**config.mk**
```make
export PLATFORM = sky130hd
export DESIGN_NAME = cond_pred_eval
export DESIGN_NICKNAME = d
export VERILOG_FILES = /design/src/rtl/cond_pred_pkg.sv /design/src/rtl/cond_rec_fetch.sv /design/src/rtl/cond_pred_logic.sv /design/src/rtl/cond_pred_eval.sv
export SDC_FILE = /design/constraint.sdc
export NUM_CORES = 1
export LEC_CHECK = 0
export ABC_CLOCK_PERIOD_IN_PS = 4180
export BUFFER_PORTS_ARGS = -buffer_cell sky130_fd_sc_hd__buf_2
export CORE_MARGIN = 4
export CORE_UTILIZATION = 30
export DETAILED_ROUTE_END_ITERATION = 10
export GPL_TIMING_DRIVEN = 0
export PLACE_DENSITY = 0.5
export REMOVE_ABC_BUFFERS = 1
export SYNTH_ARGS = -nofsm -noshare
export SYNTH_HDL_FRONTEND = slang
export SYNTH_SLANG_ARGS = --single-unit
```
**constraint.sdc**
```tcl
create_clock -name clk -period 4.18 [get_ports clk]
set_input_delay 0.418 -clock clk [delete_from_list [all_inputs] [get_ports clk]]
set_output_delay 0.418 -clock clk [all_outputs]
set_load 0.02 [all_outputs]
```
**src/rtl/cond_pred_pkg.sv**
```systemverilog
// Shared types for the conditional render predicate evaluator.
// Assumes 32-bit record words and a four-word compare record.
package cond_pred_pkg;
    localparam int WORD_W = 32;
    localparam int MODE_W = 3;

    typedef enum logic [MODE_W-1:0] {
        CM_ALWAYS  = 3'd0,
        CM_NEVER   = 3'd1,
        CM_NONZERO = 3'd2,
        CM_EQUAL   = 3'd3,
        CM_DIFFER  = 3'd4
    } cmode_e;

    // Word 0 sits in the least significant slot (the last field).
    typedef struct packed {
        logic [WORD_W-1:0] cur_mode;
        logic [WORD_W-1:0] cur_seq;
        logic [WORD_W-1:0] init_mode;
        logic [WORD_W-1:0] init_seq;
    } cmp_rec_t;

    localparam int REC_BEATS = $bits(cmp_rec_t) / WORD_W;

    // True for the modes whose result depends on the memory record.
    function automatic logic needs_fetch(input logic [MODE_W-1:0] m);
        return (m == CM_NONZERO) || (m == CM_EQUAL) || (m == CM_DIFFER);
    endfunction
endpackage

```
**src/rtl/cond_rec_fetch.sv**
```systemverilog
// Fetches the compare record as BEATS consecutive word reads.
// Assumes a request/valid handshake: a beat completes in the cycle where
// the request is high and the response is valid. The last word is passed
// through from the response bus, so the result is ready on the final beat.
module cond_rec_fetch #(
    parameter int ADDR_W = 16,
    parameter int WORD_W = 32,
    parameter int BEATS  = 4
) (
    input  logic                    clk,
    input  logic                    rst_n,
    input  logic                    start_i,
    input  logic [ADDR_W-1:0]       base_i,
    output logic                    req_o,
    output logic [ADDR_W-1:0]       addr_o,
    input  logic                    rsp_valid_i,
    input  logic [WORD_W-1:0]       rsp_data_i,
    output logic                    busy_o,
    output logic                    done_o,
    output logic [BEATS*WORD_W-1:0] rec_o
);
    localparam int BEAT_W = (BEATS > 1) ? $clog2(BEATS) : 1;
    localparam logic [ADDR_W-1:0] STEP = ADDR_W'(WORD_W / 8);
    localparam logic [BEAT_W-1:0] LAST = BEAT_W'(BEATS - 1);

    logic              busy_q;
    logic [BEAT_W-1:0] beat_q;
    logic [ADDR_W-1:0] addr_q;
    logic              accept;
    logic              last;

    assign accept = busy_q && rsp_valid_i;
    assign last   = (beat_q == LAST);

    // Sequencer: beat counter, address and busy flag.
    always_ff @(posedge clk) begin
        if (!rst_n) begin
            busy_q <= 1'b0;
            beat_q <= '0;
            addr_q <= '0;
        end else if (start_i && !busy_q) begin
            busy_q <= 1'b1;
            beat_q <= '0;
            addr_q <= base_i;
        end else if (accept) begin
            if (last) begin
                busy_q <= 1'b0;
            end else begin
                beat_q <= beat_q + 1'b1;
                addr_q <= addr_q + STEP;
            end
        end
    end

    // One holding register per word, except the last.
    for (genvar i = 0; i < BEATS - 1; i++) begin : g_word
        logic [WORD_W-1:0] word_q;
        // Capture word i when its beat completes.
        always_ff @(posedge clk) begin
            if (!rst_n)
                word_q <= '0;
            else if (accept && beat_q == BEAT_W'(i))
                word_q <= rsp_data_i;
        end
        assign rec_o[i*WORD_W +: WORD_W] = word_q;
    end
    assign rec_o[(BEATS-1)*WORD_W +: WORD_W] = rsp_data_i;

    assign req_o  = busy_q;
    assign addr_o = addr_q;
    assign busy_o = busy_q;
    assign done_o = accept && last;

    AST_ADDR_STEP: assert property (@(posedge clk) disable iff (!rst_n)
        (accept && !last) |=> (addr_o == $past(addr_o) + STEP))
        else $error("beat address did not advance by one word");

    AST_ADDR_HOLD: assert property (@(posedge clk) disable iff (!rst_n)
        (busy_q && !rsp_valid_i) |=> (req_o && $stable(addr_o)))
        else $error("request dropped or address moved before response");
endmodule

```
**src/rtl/cond_pred_logic.sv**
```systemverilog
// Combinational predicate. Turns the mode code and the compare record
// into the execute-enable value. Assumes the record is valid whenever
// it is sampled. Unknown codes yield 1.
module cond_pred_logic
    import cond_pred_pkg::*;
(
    input  logic [MODE_W-1:0] mode_i,
    input  cmp_rec_t          rec_i,
    output logic              pass_o
);
    logic seq_same;
    logic mode_same;

    assign seq_same  = (rec_i.init_seq  == rec_i.cur_seq);
    assign mode_same = (rec_i.init_mode == rec_i.cur_mode);

    // Mode-specific AND/OR rules over the record fields.
    always_comb begin
        case (mode_i)
            CM_ALWAYS:  pass_o = 1'b1;
            CM_NEVER:   pass_o = 1'b0;
            CM_NONZERO: pass_o = (rec_i.init_seq != '0) && (rec_i.init_mode != '0);
            CM_EQUAL:   pass_o = seq_same && mode_same;
            CM_DIFFER:  pass_o = !seq_same || !mode_same;
            default:    pass_o = 1'b1;
        endcase
    end
endmodule

```
**src/rtl/cond_pred_eval.sv**
```systemverilog
// Top of the conditional render predicate evaluator. Accepts mode
// writes when idle and sets execute-enable directly or after a record
// fetch. Assumes a single outstanding fetch; writes while busy are dropped.
module cond_pred_eval
    import cond_pred_pkg::*;
#(
    parameter int ADDR_W = 16
) (
    input  logic              clk,
    input  logic              rst_n,
    input  logic              mode_wr,
    input  logic [2:0]        mode_code,
    input  logic [ADDR_W-1:0] cond_addr,
    output logic              mem_req,
    output logic [ADDR_W-1:0] mem_addr,
    input  logic              mem_rsp_valid,
    input  logic [31:0]       mem_rsp_data,
    output logic              busy,
    output logic              exec_en
);
    logic              busy_w;
    logic              done_w;
    logic              accept_wr;
    logic              fetch_mode;
    logic              start_w;
    logic              pass_w;
    logic [MODE_W-1:0] mode_q;
    logic              exec_q;
    logic [$bits(cmp_rec_t)-1:0] rec_flat;
    cmp_rec_t          rec_w;

    assign accept_wr  = mode_wr && !busy_w;
    assign fetch_mode = needs_fetch(mode_code);
    assign start_w    = accept_wr && fetch_mode;
    assign rec_w      = cmp_rec_t'(rec_flat);

    cond_rec_fetch #(
        .ADDR_W (ADDR_W),
        .WORD_W (WORD_W),
        .BEATS  (REC_BEATS)
    ) u_fetch (
        .clk         (clk),
        .rst_n       (rst_n),
        .start_i     (start_w),
        .base_i      (cond_addr),
        .req_o       (mem_req),
        .addr_o      (mem_addr),
        .rsp_valid_i (mem_rsp_valid),
        .rsp_data_i  (mem_rsp_data),
        .busy_o      (busy_w),
        .done_o      (done_w),
        .rec_o       (rec_flat)
    );

    cond_pred_logic u_logic (
        .mode_i (mode_q),
        .rec_i  (rec_w),
        .pass_o (pass_w)
    );

    // Latch the mode of each accepted write for the later evaluation.
    always_ff @(posedge clk) begin
        if (!rst_n)
            mode_q <= CM_ALWAYS;
        else if (accept_wr)
            mode_q <= mode_code;
    end

    // Execute-enable: direct modes at once, fetched modes on the last beat.
    always_ff @(posedge clk) begin
        if (!rst_n)
            exec_q <= 1'b1;
        else if (accept_wr && !fetch_mode)
            exec_q <= (mode_code != CM_NEVER);
        else if (done_w)
            exec_q <= pass_w;
    end

    assign busy    = busy_w;
    assign exec_en = exec_q;

    AST_ALWAYS_SETS: assert property (@(posedge clk) disable iff (!rst_n)
        (accept_wr && mode_code == CM_ALWAYS) |=> (exec_en && !mem_req))
        else $error("always mode did not enable");

    AST_NEVER_CLEARS: assert property (@(posedge clk) disable iff (!rst_n)
        (accept_wr && mode_code == CM_NEVER) |=> (!exec_en && !mem_req))
        else $error("never mode did not disable");

    AST_UNKNOWN_ENABLES: assert property (@(posedge clk) disable iff (!rst_n)
        (accept_wr && mode_code > 3'd4) |=> (exec_en && !busy))
        else $error("unknown mode did not enable");

    AST_HOLD_DURING_FETCH: assert property (@(posedge clk) disable iff (!rst_n)
        (busy && !mem_rsp_valid) |=> $stable(exec_en))
        else $error("exec_en moved during fetch");

    AST_BUSY_ON_FETCH: assert property (@(posedge clk) disable iff (!rst_n)
        start_w |=> busy)
        else $error("busy not raised by fetch mode");

    AST_IGNORE_BUSY_WR: assert property (@(posedge clk) disable iff (!rst_n)
        (busy && mode_wr && !mem_rsp_valid) |=> (busy && $stable(mem_addr) && $stable(exec_en)))
        else $error("write while busy disturbed the fetch");
endmodule

```
==> results.sh, run 1 <==
export IMPL_coreArea_mm2=0.0182
export IMPL_r2r_slack_ns=2.03
export IMPL_post_cts_buffers=0
export IMPL_yosys_top_cells_count="nand2_1 (210), dfxtp_1 (119), a21boi_0 (98), xor2_1 (70), clkbuf_1 (35)"
export IMPL_ir_worst_vdd_v=0.000270
export IMPL_synth_area_mm2=0.00563
export IMPL_place_ws_ns=1.83
export IMPL_yosysWarnings=0
export IMPL_post_synth_top_count_cell="nand2_1"
export IMPL_grt_pass1_wl_mm=24.5
export IMPL_grtUsageTotal_pct=14.6
export IMPL_path_clk_slew_ns=0.05
export IMPL_finalHoldViolations=0
export IMPL_arrival_ns=2.48
export IMPL_cap_violations=0
export IMPL_period_minus_slack_ns=2.15
export IMPL_grt_pass1_vias=4578
export IMPL_cp_slowest_cell="and3_1"
export IMPL_fin_cells=969
export IMPL_seq_area_mm2=0.00238
export IMPL_numCtsBuffers=17
export IMPL_antenna_found_initial=1
export IMPL_rsz0062_at_grt="no"
export IMPL_numClockSinks=119
export IMPL_skew_ns=0.0227
export IMPL_gr_total_overflow=0
export IMPL_p_switching_mw=0.661
export IMPL_first_iter_violations=330
export IMPL_root_buffer="clkbuf_16"
export IMPL_drv_slew=0
export IMPL_vias=4656
export IMPL_crit_chain="and3_1, nand2_1, a21boi_0"
export IMPL_slew_headroom_pct=9.22
export IMPL_synth_top_cell_area_share_pct=42.3
export IMPL_start_kind="flop"
export IMPL_grt_max_degree=62
export IMPL_power_frac_seq_pct=41.5
export IMPL_fp_dieH_um=145
export IMPL_min_period_over_period_pct=51.4
export IMPL_die_area_mm2=0.0210
export IMPL_hold_buffers=0
export IMPL_hpwl_mm=10.7
export IMPL_crit_type="flop to flop"
export IMPL_vias_per_cell=4.80
export IMPL_antenna_cells=0
export IMPL_cellPowerDensity_mw_per_mm2=424
export IMPL_synthCells=676
export IMPL_tritoncts="built"
export IMPL_cp_slowest_stage_delay_ns=1.15
export IMPL_nFillCells=1849
export IMPL_dp_cells=938
export IMPL_fp_row_count=49
export IMPL_htree_levels=4
export IMPL_synthDistinctLibCells=36
export IMPL_tightest_slew_ns=1.36
export IMPL_fin_ws_ns=2.03
export IMPL_dr_pass1_iters=4
export IMPL_synth_edf_count=0
export IMPL_finalNetCount=788
export IMPL_critPathMaxFanout=32
export IMPL_synth_seq_area_share_pct=42.3
export IMPL_wire_per_inst_um=15.9
export IMPL_post_cts_resized=0
export IMPL_internal_power_mw=2.20
export IMPL_insertion_delay_ns=0.42
export IMPL_crit_required_ns=4.51
export IMPL_fp_dieW_um=145
export IMPL_drive_gt1_share_pct=15.8
export IMPL_end_kind="flop"
export IMPL_port_buffers=73
export IMPL_tns_ns=0
export IMPL_synth_area_leaders="dfxtp_1 (42%), nand2_1 (14%), a21boi_0 (13%)"
export IMPL_finalSetupViolations=0
export IMPL_synth_largest_area_cell="dfxtp_1"
export IMPL_status="complete, no violations"
export IMPL_antenna_left=0
export IMPL_totalWireLength_mm=15.4
export IMPL_clkPwrFrac_pct=50.8
export IMPL_syn_avg_cell_area_um2=8.32
export IMPL_drc=0
export IMPL_ys_ff_latch=119
export IMPL_gp_congestion=0.780
export IMPL_area_delta_synth_final_pct=19.9
export IMPL_clock_path_buffers=2
export IMPL_fmax_mhz=466
export IMPL_async_flop_share_pct=0
export IMPL_min_path_type="primary input to flop"
export IMPL_num_io_pins=74
export IMPL_p_sw_share_pct=23.1
export IMPL_initial_core_util_pct=30.9
export IMPL_combPwrFrac_pct=7.8
export IMPL_leakage_nw=2.84
export IMPL_yosys_most_used_dff="dfxtp_1"
export IMPL_multi_input_area_mm2=0.00307
## layout make-up
class	count	share of cell area, %
Sequential cell	119	35.3
Timing Repair Buffer	74	5.75
Multi-Input combinational cell	510	45.6
Tap cell	229	4.25
Clock buffer	23	7.38
Inverter	6	0.334
Clock inverter	8	1.39
## kinds of logic (layout without fill, tap and decap cells)
| group | Yosys count | count (layout) | synth area share (%) |
|---|---|---|---|
| flip-flops | 119 | 119 | 42.3 |
| XOR/XNOR | 75 | 75 | 11.7 |
| AO/OA/AOI/OAI | 126 | 126 | 16.7 |
| AND/OR/NAND/NOR | 297 | 297 | 23.6 |
| adder cells (fa/ha/maj) | 5 | 5 | 1.11 |
| buffers and inverters | 47 | 111 | 3.36 |
| multiplexers | 7 | 7 | 1.25 |
## critical path: cells and delay by family, from the launching register on
family             cells  cell delay (ns)
AOI/OAI and AO/OA      1             0.22
DFF                    1             0.58
and+or+nand+nor        2             1.26
## flip-flops by register name, summed over array words and instances, names as in the netlist
| register | flops |
|---|---|
| mode_q | 3 |
| u_fetch.busy_o | 1 |
| exec_en | 1 |
| u_fetch.beat_q | 2 |
| u_fetch.addr_o | 16 |
| u_fetch.g_word.word_q | 96 |
## worst paths after layout
kind | cells after the start | start | end
max reg2reg | 3 | u_fetch.busy_o | u_fetch.g_word[1].word_q[29]
min reg2reg | 2 | u_fetch.g_word[2].word_q[25] | u_fetch.g_word[2].word_q[25]
min | 2 | cond_addr[3] | u_fetch.addr_o[3]
max | 3 | u_fetch.busy_o | u_fetch.g_word[1].word_q[29]
## power groups by stage
stage / Combinational (mW) / Clock, mW / Sequential, mW
finish: 0.222 / 1.45 / 1.19
global route: 0.247 / 1.52 / 1.19
CTS: 0.226 / 1.48 / 1.19
detailed placement: 0.226 / 0 / 1.21
global placement: 0.222 / 0 / 1.21
floorplan: 0.101 / 0 / 1.22
## per-layer routing
layer / GRT usage, % / routed length [um]
met1: 18.7 / 7060
met2: 25.0 / 7670
met3: 3.55 / 557
met4: 3.71 / 112
met5: 0 / 7
## per-stage QoR
stage | power [mW] | utilization, % | instance area [um2] | hold slack, ns
floorplan | 1.32 | - | 5460 | 0.455
global placement | 1.43 | 33.6 | 6110 | 0.466
detailed placement | 1.44 | 33.8 | 6150 | 0.469
CTS | 2.89 | 37.0 | 6740 | 0.236
global route | 2.96 | 37.0 | 6740 | 0.246
finish | 2.86 | 37.0 | 6740 | 0.249
## layout by cell type, fill, tap and decap left out, drive strengths merged, types with 6 or more instances in the layout
cell    synthesis  final
nor2           11     11
nand2         210    210
o21ai           9      9
xor2           70     70
nand4          12     12
inv             6      7
a21oi           6      6
nand3          11     11
dfxtp         119    119
clkbuf         35     23
nor4           33     33
a21boi         98     98
mux2i           7      7
o211a           9      9
buf             6     74
No activity file was read; power rests on OpenSTA's default activity.
==> inputs of run 2 (changes only) <==
Settings changed: ABC_CLOCK_PERIOD_IN_PS 4180 to 2100.
Clock period 4.18 ns to 2.1 ns, I/O delays scaled along.
==> results.sh, run 2 (synthesized netlist as in run 1, its figures left out) <==
export IMPL_cellPowerDensity_mw_per_mm2=837
export IMPL_die_area_mm2=0.0210
export IMPL_hpwl_mm=10.7
export IMPL_critPathMaxFanout=3
export IMPL_mostFrequentLayoutCells="nand2_1 (210), dfxtp_1 (119), a21boi_0 (98)"
export IMPL_cap_violations=0
export IMPL_worstHoldEndpoint="u_fetch.addr_o[3]"
export IMPL_ir_worst_vdd_v=0.000541
export IMPL_tns_ns=0
export IMPL_first_iter_violations=336
export IMPL_antenna_left=0
export IMPL_totalWireLength_mm=15.3
export IMPL_min_path_type="primary input to flop"
export IMPL_leakage_nw=2.86
export IMPL_hold_depth=2
export IMPL_area_delta_synth_final_pct=20.9
export IMPL_fp_dieH_um=145
export IMPL_top_register="u_fetch.g_word.word_q"
export IMPL_htree_levels=4
export IMPL_finalNetCount=788
export IMPL_gp_congestion=0.780
export IMPL_period_minus_slack_ns=1.96
export IMPL_finalHoldViolations=0
export IMPL_hold_buffers=0
export IMPL_fp_row_count=49
export IMPL_status="complete, no violations"
export IMPL_grt_pass1_wl_mm=24.6
export IMPL_fmax_mhz=510
export IMPL_grtUsageTotal_pct=14.7
export IMPL_grt_max_degree=62
export IMPL_numCtsBuffers=17
export IMPL_vias=4680
export IMPL_drive_gt1_share_pct=17.0
export IMPL_numClockSinks=119
export IMPL_utilization_pct=37.4
export IMPL_skew_ns=0.0144
export IMPL_reg2reg_to="exec_en"
export IMPL_min_delay_start="cond_addr[3]"
export IMPL_path_clk_slew_ns=0.05
export IMPL_final_common_cell="nand2_1"
export IMPL_start_kind="flop"
export IMPL_clock_path_buffers=2
export IMPL_root_buffer="clkbuf_16"
export IMPL_initial_core_util_pct=30.9
export IMPL_antenna_found_initial=1
export IMPL_tightest_slew_ns=0.853
export IMPL_crit_required_ns=2.36
export IMPL_critPathLaunch="u_fetch.g_word[1].word_q[14]"
export IMPL_r2r_slack_ns=0.14
export IMPL_reg2regPathDepth=6
export IMPL_largest_reg_flops=96
export IMPL_num_io_pins=74
export IMPL_end_kind="flop"
export IMPL_antenna_cells=0
export IMPL_insertion_delay_ns=0.41
export IMPL_post_cts_buffers=0
export IMPL_arrival_ns=2.22
export IMPL_slew_headroom_pct=43.0
export IMPL_rsz0062_at_grt="no"
export IMPL_gr_total_overflow=0
export IMPL_port_buffers=73
export IMPL_fp_dieW_um=145
export IMPL_wire_per_inst_um=15.8
export IMPL_crit_type="flop to flop"
export IMPL_coreArea_mm2=0.0182
export IMPL_grt_pass1_vias=4587
export IMPL_drc=0
export IMPL_min_period_over_period_pct=93.3
export IMPL_r2r_start="u_fetch.g_word[1].word_q[14]"
export IMPL_vias_per_cell=4.83
export IMPL_drv_slew=0
export IMPL_dr_pass1_iters=4
export IMPL_tritoncts="built"
export IMPL_finalSetupViolations=0
## run 2: cell counts in the layout (fill, tap and decap cells not counted)
Identical to the previous run, type by type.
## run 2: critical path: stages (launching register included)
cell and delay (ns):
dfxtp_1 0.33, xor2_1 0.17, nor4_2 0.40, nand4_1 0.20
nor4_4 0.38, a31o_1 0.21, o2111ai_2 0.13
## run 2: how the worst max path moves through the flow
stage                              endpoint  slack, ns
6_report                            exec_en       0.14
5_1_grt        u_fetch.g_word[2].word_q[30]      0.002
4_1_cts                             exec_en       0.02
3_5_place_dp   u_fetch.g_word[1].word_q[29]      -0.15
3_3_place_gp   u_fetch.g_word[2].word_q[26]      -0.26
2_1_floorplan            u_fetch.addr_o[11]       0.24
## run 2: repair_timing
action | CTS | global route
resized for setup | 5 | 6
cloned | 0 | 0
setup endpoints to repair | 33 | 1
## run 2: area by class of cell
cell class                      count  area [um2]
Fill cell                        1845       11400
Multi-Input combinational cell    510        3130
Sequential cell                   119        2380
Clock buffer                       23         498
Timing Repair Buffer               74         388
Tap cell                          229         287
Clock inverter                      8        93.8
Inverter                            6        22.5
## run 2: metrics by stage
stage / instance area (um2) / power (mW) / hold slack [ns] / instances / worst slack [ns]
after CTS: 6770 / 5.76 / 0.0284 / 969 / 0.0229
final: 6800 / 5.69 / 0.0455 / 969 / 0.141
after floorplan: 5460 / 2.63 / 0.298 / 635 / 0.236
after detailed placement: 6150 / 2.86 / 0.458 / 938 / -0.154
after global routing: 6800 / 5.90 / 0.0375 / 969 / 0.00180
after global placement: 6110 / 2.85 / 0.452 / 937 / -0.261
## run 2: power breakdown
part / switching, mW / leakage [nW] / internal [mW] / total [mW]
Combinational: 0.267 / 1.60 / 0.184 / 0.451
Clock: 0.993 / 0.299 / 1.89 / 2.88
Sequential: 0.0516 / 0.963 / 2.31 / 2.36
Total: 1.31 / 2.86 / 4.38 / 5.69
## run 2: routing by layer
metal	GRT usage [%]	wire (um)	vias up
li1	-	-	2367
met1	18.7	6610	2218
met2	25.0	7730	83
met3	3.55	860	10
met4	3.71	125	2
met5	0	7	-
